### src/rtl/mrd_pkg.sv
package mrd_pkg;

   localparam logic [2:0] TGT_DRAM    = 3'd0;
   localparam logic [2:0] TGT_SMRAM   = 3'd1;
   localparam logic [2:0] TGT_SHADOW  = 3'd2;
   localparam logic [2:0] TGT_EXPROM  = 3'd3;
   localparam logic [2:0] TGT_BIOSTOP = 3'd4;
   localparam logic [2:0] TGT_FLASH   = 3'd5;
   localparam logic [2:0] TGT_OOR     = 3'd6;
   localparam logic [2:0] TGT_DROP    = 3'd7;

   localparam logic [1:0] KIND_READ  = 2'd0;
   localparam logic [1:0] KIND_WRITE = 2'd1;
   localparam logic [1:0] KIND_FETCH = 2'd2;

   localparam logic [1:0] SEL_BASE  = 2'd0;
   localparam logic [1:0] SEL_CTRL  = 2'd1;
   localparam logic [1:0] SEL_RDMSK = 2'd2;
   localparam logic [1:0] SEL_WRMSK = 2'd3;

   localparam logic [31:0] BASE_RESET = 32'hFFFF_0000;

   typedef struct packed {
      logic decode_on;
      logic restricted;
      logic open;
      logic avail;
   } mrd_ctrl_t;

endpackage

### src/rtl/mrd_regs.sv
module mrd_regs
   import mrd_pkg::*;
#(
   parameter int NUM_AREAS = 13
) (
   input  logic                 clk_i,
   input  logic                 rst_ni,
   input  logic                 we_i,
   input  logic [1:0]           sel_i,
   input  logic [31:0]          wdata_i,
   output logic [31:0]          base_o,
   output mrd_ctrl_t            ctrl_o,
   output logic [NUM_AREAS-1:0] rd_en_o,
   output logic [NUM_AREAS-1:0] wr_en_o
);

   localparam int CTRL_W = $bits(mrd_ctrl_t);

   always_ff @(posedge clk_i) begin
      if (!rst_ni) begin
         base_o  <= BASE_RESET;
         ctrl_o  <= '0;
         rd_en_o <= '0;
         wr_en_o <= '0;
      end else if (we_i) begin
         case (sel_i)
            SEL_BASE:  base_o  <= wdata_i;
            SEL_CTRL:  ctrl_o  <= mrd_ctrl_t'(wdata_i[CTRL_W-1:0]);
            SEL_RDMSK: rd_en_o <= wdata_i[NUM_AREAS-1:0];
            default:   wr_en_o <= wdata_i[NUM_AREAS-1:0];
         endcase
      end
   end


   base_write_chk: assert property (@(posedge clk_i) disable iff (!rst_ni)
      (we_i && sel_i == SEL_BASE) |=> (base_o == $past(wdata_i)));


   mask_hold_chk: assert property (@(posedge clk_i) disable iff (!rst_ni)
      (!we_i) |=> ($stable(rd_en_o) && $stable(wr_en_o)));

endmodule

### src/rtl/mrd_smram_gate.sv
module mrd_smram_gate
   import mrd_pkg::*;
(
   input  logic      clk_i,
   input  logic      rst_ni,
   input  logic      in_window_i,
   input  logic      fetch_i,
   input  logic      smm_i,
   input  mrd_ctrl_t ctrl_i,
   output logic      use_o
);

   logic data_open;
   logic code_open;

   assign data_open = ctrl_i.open | (smm_i & ~ctrl_i.restricted);
   assign code_open = ctrl_i.open | smm_i;
   assign use_o     = in_window_i & ctrl_i.avail & (fetch_i ? code_open : data_open);


   fetch_ignores_restrict_chk: assert property (@(posedge clk_i) disable iff (!rst_ni)
      (in_window_i && fetch_i && ctrl_i.avail && smm_i) |-> use_o);


   data_restrict_chk: assert property (@(posedge clk_i) disable iff (!rst_ni)
      (!fetch_i && ctrl_i.restricted && !ctrl_i.open) |-> !use_o);

endmodule

### src/rtl/mrd_area_map.sv
module mrd_area_map #(
   parameter int NUM_AREAS = 13,
   parameter int IDX_W     = 4
) (
   input  logic                 clk_i,
   input  logic                 rst_ni,
   input  logic [IDX_W-1:0]     idx_i,
   input  logic [NUM_AREAS-1:0] rd_en_i,
   input  logic [NUM_AREAS-1:0] wr_en_i,
   output logic                 rd_dram_o,
   output logic                 wr_dram_o
);

   localparam int LAST = NUM_AREAS - 1;

   logic [NUM_AREAS-1:0] hit;

   for (genvar g = 0; g < NUM_AREAS; g++) begin : g_area
      if (g == LAST) begin : g_top
         assign hit[g] = (int'(idx_i) >= LAST);
      end else begin : g_mid
         assign hit[g] = (int'(idx_i) == g);
      end
   end

   assign rd_dram_o = |(hit & rd_en_i);
   assign wr_dram_o = |(hit & wr_en_i);


   area_onehot_chk: assert property (@(posedge clk_i) disable iff (!rst_ni)
      $countones(hit) == 1);

endmodule

### src/rtl/legacy_mem_decoder.sv
module legacy_mem_decoder
   import mrd_pkg::*;
#(
   parameter int          ADDR_W     = 36,
   parameter int          ROM_AW     = 18,
   parameter logic [63:0] DRAM_TOP   = 64'h0200_0000,
   parameter int          NUM_AREAS  = 13,
   parameter int          AREA_SHIFT = 14
) (
   input  logic              clk_i,
   input  logic              rst_ni,
   input  logic              cfg_we_i,
   input  logic [1:0]        cfg_sel_i,
   input  logic [31:0]       cfg_wdata_i,
   input  logic [ADDR_W-1:0] acc_addr_i,
   input  logic [1:0]        acc_kind_i,
   input  logic              smm_i,
   output logic [2:0]        tgt_o,
   output logic [ROM_AW-1:0] rom_off_o,
   output logic              err_o,
   output logic [7:0]        fill_o
);

   localparam int                IDX_W      = 4;
   localparam logic [ADDR_W-1:0] TOP        = ADDR_W'(DRAM_TOP);
   localparam logic [ADDR_W-1:0] WIN_LO     = ADDR_W'(32'h000A_0000);
   localparam logic [ADDR_W-1:0] LOW_LO     = ADDR_W'(32'h000C_0000);
   localparam logic [ADDR_W-1:0] UPPER_LO   = ADDR_W'(32'h000E_0000);
   localparam logic [ADDR_W-1:0] MEG        = ADDR_W'(32'h0010_0000);
   localparam logic [ROM_AW-1:0] ALIAS_BASE = ROM_AW'((64'd1 << ROM_AW) - 64'h2_0000);

   if (ADDR_W < 32) begin : g_bad_addr
      $error("ADDR_W must be at least 32");
   end
   if (ROM_AW < 17 || ROM_AW > ADDR_W) begin : g_bad_rom
      $error("ROM_AW must lie between 17 and ADDR_W");
   end
   if (NUM_AREAS < 1 || NUM_AREAS > 16) begin : g_bad_areas
      $error("NUM_AREAS must lie between 1 and 16");
   end
   if (DRAM_TOP < 64'h10_0000 || DRAM_TOP > 64'h1_0000_0000) begin : g_bad_top
      $error("DRAM_TOP must lie between 1 MiB and 4 GiB");
   end

   logic [31:0]          bios_base;
   mrd_ctrl_t            ctrl;
   logic [NUM_AREAS-1:0] rd_en;
   logic [NUM_AREAS-1:0] wr_en;

   mrd_regs #(.NUM_AREAS(NUM_AREAS)) u_regs (
      .clk_i   (clk_i),
      .rst_ni  (rst_ni),
      .we_i    (cfg_we_i),
      .sel_i   (cfg_sel_i),
      .wdata_i (cfg_wdata_i),
      .base_o  (bios_base),
      .ctrl_o  (ctrl),
      .rd_en_o (rd_en),
      .wr_en_o (wr_en)
   );

   logic kind_wr, kind_fe;
   logic in_win, in_low, in_upper, below_top, above_4g, in_bios;
   logic [ADDR_W-1:0] base_ext;

   assign kind_wr   = (acc_kind_i == KIND_WRITE);
   assign kind_fe   = (acc_kind_i == KIND_FETCH);
   assign base_ext  = ADDR_W'(bios_base);
   assign in_win    = (acc_addr_i >= WIN_LO) && (acc_addr_i < LOW_LO);
   assign in_low    = (acc_addr_i >= LOW_LO) && (acc_addr_i < MEG);
   assign in_upper  = (acc_addr_i >= UPPER_LO);
   assign below_top = (acc_addr_i < TOP);

   if (ADDR_W > 32) begin : g_wide
      assign above_4g = |acc_addr_i[ADDR_W-1:32];
   end else begin : g_narrow
      assign above_4g = 1'b0;
   end

   assign in_bios = !above_4g && (acc_addr_i >= base_ext);

   logic use_smram;

   mrd_smram_gate u_smram (
      .clk_i       (clk_i),
      .rst_ni      (rst_ni),
      .in_window_i (in_win),
      .fetch_i     (kind_fe),
      .smm_i       (smm_i),
      .ctrl_i      (ctrl),
      .use_o       (use_smram)
   );

   logic rd_dram, wr_dram;

   mrd_area_map #(.NUM_AREAS(NUM_AREAS), .IDX_W(IDX_W)) u_area (
      .clk_i     (clk_i),
      .rst_ni    (rst_ni),
      .idx_i     (acc_addr_i[AREA_SHIFT+IDX_W-1:AREA_SHIFT]),
      .rd_en_i   (rd_en),
      .wr_en_i   (wr_en),
      .rd_dram_o (rd_dram),
      .wr_dram_o (wr_dram)
   );

   logic [ROM_AW-1:0] off_alias, off_exp, off_flash;

   assign off_alias = ALIAS_BASE + ROM_AW'(acc_addr_i[16:0]);
   assign off_exp   = ROM_AW'(acc_addr_i[16:0]);
   assign off_flash = acc_addr_i[ROM_AW-1:0];

   always_comb begin
      tgt_o     = TGT_DRAM;
      rom_off_o = '0;
      err_o     = 1'b0;
      if (use_smram) begin
         tgt_o = TGT_SMRAM;
      end else if (ctrl.decode_on && in_low) begin
         if (kind_wr) begin
            tgt_o = wr_dram ? TGT_SHADOW : TGT_DROP;
         end else if (rd_dram) begin
            tgt_o = TGT_SHADOW;
         end else if (in_upper) begin
            tgt_o     = TGT_BIOSTOP;
            rom_off_o = off_alias;
         end else begin
            tgt_o     = TGT_EXPROM;
            rom_off_o = off_exp;
         end
      end else if (kind_wr) begin
         if (!below_top || in_bios) begin
            tgt_o = TGT_DROP;
            err_o = 1'b1;
         end else if (in_low) begin
            tgt_o = TGT_DROP;
         end
      end else if (below_top && !in_bios) begin
         if (in_low && in_upper) begin
            tgt_o     = TGT_BIOSTOP;
            rom_off_o = off_alias;
         end else if (in_low) begin
            tgt_o     = TGT_EXPROM;
            rom_off_o = off_exp;
         end
      end else if (in_bios) begin
         tgt_o     = TGT_FLASH;
         rom_off_o = off_flash;
      end else begin
         tgt_o = TGT_OOR;
         err_o = 1'b1;
      end
   end

   assign fill_o = (tgt_o == TGT_OOR) ? 8'hFF : 8'h00;


   smram_window_chk: assert property (@(posedge clk_i) disable iff (!rst_ni)
      (tgt_o == TGT_SMRAM) |-> (acc_addr_i >= WIN_LO && acc_addr_i < LOW_LO));


   flash_range_chk: assert property (@(posedge clk_i) disable iff (!rst_ni)
      (tgt_o == TGT_FLASH) |-> (acc_addr_i >= ADDR_W'(bios_base) && !kind_wr));


   oor_fill_chk: assert property (@(posedge clk_i) disable iff (!rst_ni)
      (tgt_o == TGT_OOR) |-> (err_o && fill_o == 8'hFF && !kind_wr));


   alias_off_chk: assert property (@(posedge clk_i) disable iff (!rst_ni)
      (tgt_o == TGT_BIOSTOP) |-> (rom_off_o[16:0] == acc_addr_i[16:0]));


   shadow_drop_quiet_chk: assert property (@(posedge clk_i) disable iff (!rst_ni)
      (kind_wr && in_low && ctrl.decode_on) |-> !err_o);

endmodule

### config.mk
export PLATFORM = sky130hd
export DESIGN_NAME = legacy_mem_decoder
export DESIGN_NICKNAME = d
export VERILOG_FILES = /design/src/rtl/mrd_pkg.sv /design/src/rtl/mrd_regs.sv /design/src/rtl/mrd_smram_gate.sv /design/src/rtl/mrd_area_map.sv /design/src/rtl/legacy_mem_decoder.sv
export SDC_FILE = /design/constraint.sdc
export NUM_CORES = 1
export LEC_CHECK = 0
export BUFFER_PORTS_ARGS = -buffer_cell sky130_fd_sc_hd__buf_4
export CAP_MARGIN = 20
export CORE_UTILIZATION = 53
export DETAILED_ROUTE_END_ITERATION = 16
export GPL_TIMING_DRIVEN = 0
export PLACE_DENSITY = 0.8
export SYNTH_ARGS = -nofsm -noshare
export SYNTH_HDL_FRONTEND = slang
export SYNTH_SLANG_ARGS = --single-unit
### constraint.sdc
create_clock -name clk_i -period 3.75 [get_ports clk_i]
set_input_delay 0.5625 -clock clk_i [delete_from_list [all_inputs] [get_ports clk_i]]
set_output_delay 0.5625 -clock clk_i [all_outputs]
set_load 0.01 [all_outputs]
==> summary.txt, run 1 <==
Status
  • Outcome: finished, final reports clean

Yosys
  • Syn nets: 591
  • Combinational family with the most area after synthesis: simple AND/OR/NAND/NOR gates
  • Synth Instances: 483
  • Sequential cell area fraction in the yosys report: 32.7%
  • Multiplexer area fraction after synthesis: 2.38%
  • Post-synthesis sequential element count: 62
  • Summed instance area of the synthesized netlist: 0.00379 mm2
  • Compound-Gate Fraction of Synth Area: 21.7%
  • Syn. warnings: 0
  • Synth unique cells: 50
  • Average cell area after synthesis: 7.85 um2
  • Fraction of the mapped netlist area in simple logic gates: 24.9%
  • Post-synthesis async set-or-reset flop share: 0%
  • Number of flops mapped to enable cells by yosys: 0
  • Adder and majority cell fraction of the synthesized area: 10.6%
  • Area share of xor/xnor cells in the synthesized design: 0%
  • Most instantiated flip-flop cell in the synthesis netlist: dfxtp_1

Cells and area
  • Post-layout utilization of the core: 72.1%
  • Fraction of final layout cells with drive strength greater than 1: 24.4%
  • Filler cell count: 594
  • Signed area change from the synthesized netlist to the final layout: 30.7%
  • Final antenna diode count: 0
  • Combined flip-flop and latch cell area: 0.00124 mm2
  • Most common cell after layout, fill and taps aside: nand2_1
  • Most frequent cells in the layout: nand2_1, buf_4, dfxtp_1
  • Area of the multi-input gates: 0.00230 mm2
  • Count of nets after finishing: 706

Routing
  • DRC violation count after routing: 0
  • Pre-antenna DRT Iters: 5
  • Via count: 3812
  • Number of design-rule violations left by the first detailed-router iteration: 237
  • Vias per Instance: 5.45
  • Antenna Nets Post-Route: 0
  • Detailed-route wire length per cell: 15.3 um
  • Total length of routed wires: 10700 um

Critical path
  • Largest fanout on the critical path: 8
  • Arr. time, crit path: 3040 ps
  • Category of the worst setup path launch point: register
  • Crit Path Class: reg -> out
  • Worst-case reg-to-reg path depth: 2
  • R2R Setup Slk: 3080 ps
  • Category of the worst setup path capture point: output port
  • CP Data Required Time: 3190 ps

STA
  • Max Fclk: 277 MHz
  • Final Hold Viols: 0
  • Relative slew slack: 59.4%
  • Min cycle time layout: 3610 ps
  • Worst clock skew: 0 ps
  • Finish-stage setup viols: 0
  • Slew at the pin closest to its max-slew limit: 604 ps
  • Accumulated negative setup slack: 0 ps
  • Share of the clock period used by the worst path after layout: 96.2%
  • Setup repair after global routing missed its margin: no
  • Final Max Tran Viols: 0

Clock tree
  • Clock tree from TritonCTS: built
  • Cell at the root of the clock tree: clkbuf_8
  • Number of buffers inserted by hold repair at cts: 0
  • Clk buf depth: 2
  • Latest clock arrival within the worst-skew pair: 340 ps
  • Clk sink count: 62
  • CTS H-tree lvls: 3
  • Number of buffers inserted during clock tree synthesis: 9
  • Clock-pin slew reported for the worst setup and hold paths after clock tree synthesis: 70 ps

Die
  • Total die area: 0.00750 mm2
  • Starting density of the core: 55.2%
  • FP Rows: 30
  • Chip Height: 86.6 um
  • Die Wd: 86.6 um
  • Core Region: 0.00687 mm2
  • Count of boundary I/O pins: 106

Place
  • Final weighted congestion of routability-driven global placement: 0.934
  • Number of buffers added on ports: 104
  • HPWL after detailed placement: 8280 um

Job
  • # Max-Cap Violations: 0

Power and ir drop
  • Leak: 2.17 nW
  • PD cells: 332 mW/mm2
  • Largest voltage drop on the vdd net: 242 uV

GRT
  • Overall Global Routing Usage: 29.6%
  • Via count of the first global-routing pass: 3618
  • Number of antenna violations at the first check in global routing: 0
  • Largest net degree at the start of global routing: 11
  • Sum of overflow across all layers after global routing: 0
  • Wire length of the first global-routing pass: 16900 um

Min path
  • Hold Path Stages: 3
  • Hold/Removal Path Class: in -> reg
## where the power goes
part | switching, mW | internal [mW]
Sequential | 0.0110 | 0.683
Clock | 0.267 | 0.391
Combinational | 0.153 | 0.141
## registers in the layout (all words and copies together), names as in the netlist
| signal | flops |
|---|---|
| u_regs.rd_en_o | 13 |
| u_regs.wr_en_o | 13 |
| u_regs.base_o | 32 |
| u_regs.ctrl_o | 4 |
## synth_stat cells, types with 2 or more instances
cell	count	area [um2]
nand2_1	117	439
dfxtp_1	62	1240
inv_1	37	139
a21boi_0	33	248
ha_1	32	400
clkbuf_1	25	93.8
a21oi_1	20	100
and2_1	18	113
o211ai_1	17	128
nand3_1	12	60.1
a21boi_1	10	75.1
o21ai_0	10	50.1
mux2i_1	9	90.1
buf_4	8	60.1
nand4_1	8	50.1
nor2_1	7	26.3
nor2b_1	5	31.3
and3_1	4	25.0
nor3b_1	4	30.0
a21o_1	3	22.5
nand3b_1	3	22.5
nor3_1	3	15.0
nor4_1	3	18.8
a2111oi_0	2	17.5
a31oi_1	2	12.5
nor4_2	2	25.0
nor4bb_1	2	20.0
o21ai_1	2	10.0
o31ai_1	2	15.0
## worst max-delay path: stages (launching register included)
cell and delay, ps:
dfxtp_1 320, inv_1 50, ha_1 290, a21oi_1 190
o21ai_2 90, a2111oi_4 360, o211ai_2 180, or4_1 500
a41o_1 270, and3_4 180, buf_4 130, buf_4 130
## cell type report
class	instances	share of cell area, %
Timing Repair Buffer	104	15.8
Clock inverter	4	1.41
Clock buffer	12	2.93
Sequential cell	62	25.1
Tap cell	96	2.42
Multi-Input combinational cell	351	46.5
Buffer	33	3.16
Inverter	37	2.80
## per-layer routing
metal	part of all wire, %	vias to the layer above	GRT usage [%]
li1	-	1892	-
met1	44	1758	37.4
met2	48	142	49.3
met3	6.3	20	6.10
met4	1.8	0	11.8
met5	0	-	0
## final timing paths
path,startpoint,endpoint
worst max-delay path,u_regs.base_o[21],fill_o[3]
worst min-delay path,cfg_wdata_i[26],u_regs.base_o[26]
worst max register to register,u_regs.base_o[4],u_regs.base_o[4]
worst min register to register,u_regs.base_o[14],u_regs.base_o[14]
## cell families (layout without fill, tap and decap cells)
kind of cell	count (synthesis)	count (layout)
AO/OA/AOI/OAI	114	114
adder cells (fa/ha/maj)	32	32
buffers and inverters	70	190
flip-flops	62	62
multiplexers	9	9
AND/OR/NAND/NOR	196	196
## repair_timing
action | CTS | global route
endpoints found under the setup margin | 0 | 18
gates resized for setup | 0 | 17
buffers inserted | 0 | 0
endpoints found under the hold margin | 0 | 0
## metrics by stage
stage          worst slack [ps]  hold slack, ps  power [mW]  cells  cell area (um2)
3_5_place_dp               33.2             449       0.992    683             4690
3_3_place_gp               84.3             443       0.981    683             4690
4_1_cts                    11.6             433        1.64    699             4910
6_report                    144             437        1.65    699             4950
2_1_floorplan               457             435       0.854    483             3790
5_1_grt                    18.1             440        1.72    699             4950
(Power assumes the default switching activity.)
==> run 2, diff against run 1 <==
--- a/config.mk
+++ b/config.mk
@@ -5,12 +5,13 @@
 export SDC_FILE = /design/constraint.sdc
 export NUM_CORES = 1
 export LEC_CHECK = 0
+export ABC_AREA = 1
 export BUFFER_PORTS_ARGS = -buffer_cell sky130_fd_sc_hd__buf_4
 export CAP_MARGIN = 20
 export CORE_UTILIZATION = 53
 export DETAILED_ROUTE_END_ITERATION = 16
 export GPL_TIMING_DRIVEN = 0
-export PLACE_DENSITY = 0.8
+export PLACE_DENSITY = 0.79
 export SYNTH_ARGS = -nofsm -noshare
 export SYNTH_HDL_FRONTEND = slang
 export SYNTH_SLANG_ARGS = --single-unit
==> constraint.sdc (replaced) <==
create_clock -name clk_i -period 4.1 [get_ports clk_i]
set_input_delay 0.615 -clock clk_i [delete_from_list [all_inputs] [get_ports clk_i]]
set_output_delay 0.615 -clock clk_i [all_outputs]
set_load 0.01 [all_outputs]
==> run 2 against run 1 <==
  * Clock skew stayed put
  * Die area is 4.2% higher
  * Cell count is 13% higher
  * Sequential share of layout area is 0.62 points lower
  * Global-route usage is 1.2 points lower
  * Flip-flop and latch count stayed put
  * Core utilization is 1.7 points lower
  * Via count is 9.7% higher
  * Register-to-register slack better by 350 ps
  * Count of clock-buffer cells in the layout is 2 lower
  * Clock power is 6.1% lower
==> summary.txt, run 2 <==
Critical path
  • Crit-path leading delay family: simple AND/OR/NAND/NOR gates (was compound AO/OA/AOI/OAI gates)
  • Number of buffers and inverters on the critical path: 3 (unchanged)
  • Category of the worst setup path launch point: input port (was register)
  • Largest fanout on the critical path: 8 (unchanged)
  • Arr. time, crit path: 2870 ps (was 3040 ps)
  • Cell-by-cell listing of the critical path: buf_4, ha_1, nand2_1, nor2_2, a21boi_1, nor2_1, nand2_1, nand2_1, nand3_2, nor2_2, nand3_1, nand2_1, nand2_1, nand3_1, nor2_1, buf_4, buf_4 (was inv_1, ha_1, a21oi_1, o21ai_2, a2111oi_4, o211ai_2, or4_1, a41o_1, and3_4, buf_4, buf_4)
  • Category of the worst setup path capture point: output port (unchanged)
  • Dominant cell type by count on the critical path: nand2_1 (was buf_4)
  • Slowest cell on the critical path: nor2_1 (was or4_1)
  • Crit Path Class: in -> out (was reg -> out)
  • CP Data Required Time: 3480 ps (was 3190 ps)
  • Worst path max stage delay: 390 ps (was 500 ps)

Yosys
  • Most frequent cell after synthesis: nand2_1 (unchanged)
  • Post-synthesis async set-or-reset flop share: 0% (unchanged)
  • Synth Instances: 574 (was 483)
  • Most instantiated flip-flop cell in the synthesis netlist: dfxtp_1 (unchanged)
  • Average cell area after synthesis: 6.89 um2 (was 7.85 um2)
  • Summed instance area of the synthesized netlist: 0.00396 mm2 (was 0.00379 mm2)
  • Synth unique cells: 32 (was 50)
  • Syn nets: 682 (was 591)
  • Commonest cells in the netlist: nand2_1, inv_1, dfxtp_1 (was nand2_1, dfxtp_1, inv_1)
  • Sequential cell area fraction in the yosys report: 31.4% (was 32.7%)
  • Syn. warnings: 0 (unchanged)
  • Post-synthesis sequential element count: 62 (unchanged)
  • Leading post-synthesis cells by cell area: dfxtp_1, ha_1, nand2_1, inv_1, a21oi_1 (was dfxtp_1, nand2_1, ha_1, a21boi_0, inv_1)
  • Post-synth top area share: 31.4% (was 32.7%)
  • Number of flops mapped to enable cells by yosys: 0 (unchanged)
  • Synth area leader: dfxtp_1 (unchanged)

STA
  • Share of the clock period used by the worst path after layout: 85.0%
  • Final Hold Viols: 0 (unchanged)
  • Final Max Tran Viols: 0 (unchanged)
  • Min cycle time layout: 3490 ps
  • Worst clock skew: 0 ps (unchanged)
  • Max Fclk: 287 MHz
  • Setup repair after global routing missed its margin: no (unchanged)
  • Accumulated negative setup slack: 0 ps (unchanged)
  • Finish-stage setup viols: 0 (unchanged)
  • Relative slew slack: 36.7% (was 59.4%)
  • Slew at the pin closest to its max-slew limit: 942 ps (was 604 ps)

Power and ir drop
  • PD cells: 306 mW/mm2 (was 332 mW/mm2)
  • Reported net switching power: 0.433 mW (was 0.431 mW)
  • P_int: 1.12 mW (was 1.22 mW)
  • Switching fraction of total power: 27.9% (was 26.2%)
  • Leak: 2.44 nW (was 2.17 nW)
  • Clock network fraction of design power: 39.8% (was 40.0%)
  • Part of the power in combinational logic: 18.7% (was 17.9%)
  • Sequential fraction of design power: 41.5% (was 42.2%)
  • Largest voltage drop on the vdd net: 167 uV (was 242 uV)

Die
  • Chip Height: 88.4 um (was 86.6 um)
  • FP Rows: 31 (was 30)
  • Total die area: 0.00781 mm2 (was 0.00750 mm2)
  • Starting density of the core: 54.8% (was 55.2%)
  • Count of boundary I/O pins: 106 (unchanged)
  • Core Region: 0.00721 mm2 (was 0.00687 mm2)
  • Die Wd: 88.4 um (was 86.6 um)

Routing
  • Number of design-rule violations left by the first detailed-router iteration: 168 (was 237)
  • Vias per Instance: 5.28 (was 5.45)
  • DRC violation count after routing: 0 (unchanged)
  • Detailed-route wire length per cell: 13.9 um (was 15.3 um)
  • Via count: 4183 (was 3812)
  • Total length of routed wires: 11000 um (was 10700 um)
  • Antenna Nets Post-Route: 0 (unchanged)
  • Pre-antenna DRT Iters: 5 (unchanged)

Clock tree
  • Clk sink count: 62 (unchanged)
  • Clk buf depth: 2 (unchanged)
  • Clock tree from TritonCTS: built (unchanged)
  • Cell at the root of the clock tree: clkbuf_8 (unchanged)
  • Number of gates resized after CTS: 0 (unchanged)
  • Number of buffers inserted during clock tree synthesis: 9 (unchanged)
  • Number of buffers inserted by hold repair at cts: 0 (unchanged)
  • Clock-pin slew reported for the worst setup and hold paths after clock tree synthesis: 70 ps (about the same)
  • Latest clock arrival within the worst-skew pair: 350 ps (was 340 ps)
  • CTS H-tree lvls: 3 (unchanged)
  • Post CTS Setup Buffer Count: 0 (unchanged)

Place
  • Final weighted congestion of routability-driven global placement: 0.929 (was 0.934)
  • HPWL after detailed placement: 8660 um (was 8280 um)
  • Post-placement cell count: 777 (was 683)
  • Number of buffers added on ports: 104 (unchanged)

Cells and area
  • Max FFs per register: 32 (unchanged)
  • Most frequent cells in the layout: buf_4, nand2_1, inv_1 (was nand2_1, buf_4, dfxtp_1)
  • Fraction of final layout cells with drive strength greater than 1: 24.0% (was 24.4%)
  • Filler cell count: 646 (was 594)
  • Registers with the most flip-flops: u_regs.base_o x32, u_regs.rd_en_o x13, u_regs.wr_en_o x13 (unchanged)
  • Count of nets after finishing: 797 (was 706)
  • Final antenna diode count: 0 (unchanged)
  • Non-filler cells, final: 792 (was 699)
  • Most common cell after layout, fill and taps aside: buf_4 (was nand2_1)
  • Largest reg by FF count: u_regs.base_o (unchanged)
  • Signed area change from the synthesized netlist to the final layout: 28.5% (was 30.7%)

GRT
  • Largest net degree at the start of global routing: 12 (was 11)
  • Overall Global Routing Usage: 28.4% (was 29.6%)
  • Sum of overflow across all layers after global routing: 0 (unchanged)
  • Wire length of the first global-routing pass: 16900 um (about the same)
  • Via count of the first global-routing pass: 3688 (was 3618)
  • Number of antenna violations at the first check in global routing: 0 (unchanged)

Job
  • # Max-Cap Violations: 0 (unchanged)

Status
  • Outcome: finished, final reports clean (unchanged)

Min path
  • Hold/Removal Path Class: reg -> reg (was in -> reg)
==> run 2: cell families (layout without fill, tap and decap cells) <==
family,after synthesis,count (layout),synth area share (%)
DFF,62,62,31.4
and+or+nand+nor,220,220,26.8
buffers and inverters,125,244,13.1
adders and majority gates,32,32,10.1
AOI/OAI and AO/OA,135,135,18.6
==> run 2: cell type report <==
type                       instances  area, um2  share of cell area (%)
multi-input combinational        387       2200                    43.2
sequential                        62       1240                    24.4
timing repair buffer             104        781                    15.4
inverter                          98        368                    7.24
buffer                            27        150                    2.95
clock buffer                      10        138                    2.71
tap                               99        124                    2.44
clock inverter                     5       83.8                    1.65
==> run 2: final timing paths <==
path	slack [ps]	start	cells after the start	to
worst max-delay path	610	acc_addr_i[19]	17	fill_o[6]
worst min register to register	450	u_regs.rd_en_o[6]	2	u_regs.rd_en_o[6]
worst min-delay path	450	u_regs.rd_en_o[6]	2	u_regs.rd_en_o[6]
worst max register to register	3430	u_regs.ctrl_o[2]	2	u_regs.ctrl_o[2]
==> run 2: per-stage QoR <==
| step | area, um2 | hold WS (ps) | utilization (%) | worst slack (ps) | total power [mW] |
|---|---|---|---|---|---|
| final | 5080 | 449 | 70.4 | 615 | 1.55 |
| after global routing | 5080 | 459 | 70.4 | 400 | 1.61 |
| after CTS | 5080 | 447 | 70.4 | 633 | 1.55 |
| after detailed placement | 4860 | 436 | 67.4 | 649 | 0.945 |
| after global placement | 4860 | 433 | 67.4 | 721 | 0.935 |
| after floorplan | 3960 | 424 | - | 1040 | 0.817 |
==> run 2: worst reg2reg max path: stages (launching register included) <==
cell and delay, ps:
dfxtp_1 310, o21ai_0 190, nor2_1 60
==> run 2: metal layers <==
metal  GRT usage, %  vias up  wire length [um]  share of wire (%)
li1               -     2097                 -                  -
met1           33.5     1934              4730                 43
met3           4.48       17               619                5.6
met5              0        -                 0                  0
met4           9.24        0               156                1.4
met2           52.2      135              5500                 50
==> run 2: power groups by stage <==
stage / combinational [mW] / clock (mW) / sequential [mW]
after floorplan: 0.161 / 0 / 0.655
after global placement: 0.278 / 0 / 0.657
after detailed placement: 0.287 / 0 / 0.658
after CTS: 0.289 / 0.614 / 0.644
after global routing: 0.324 / 0.637 / 0.647
final: 0.291 / 0.618 / 0.645
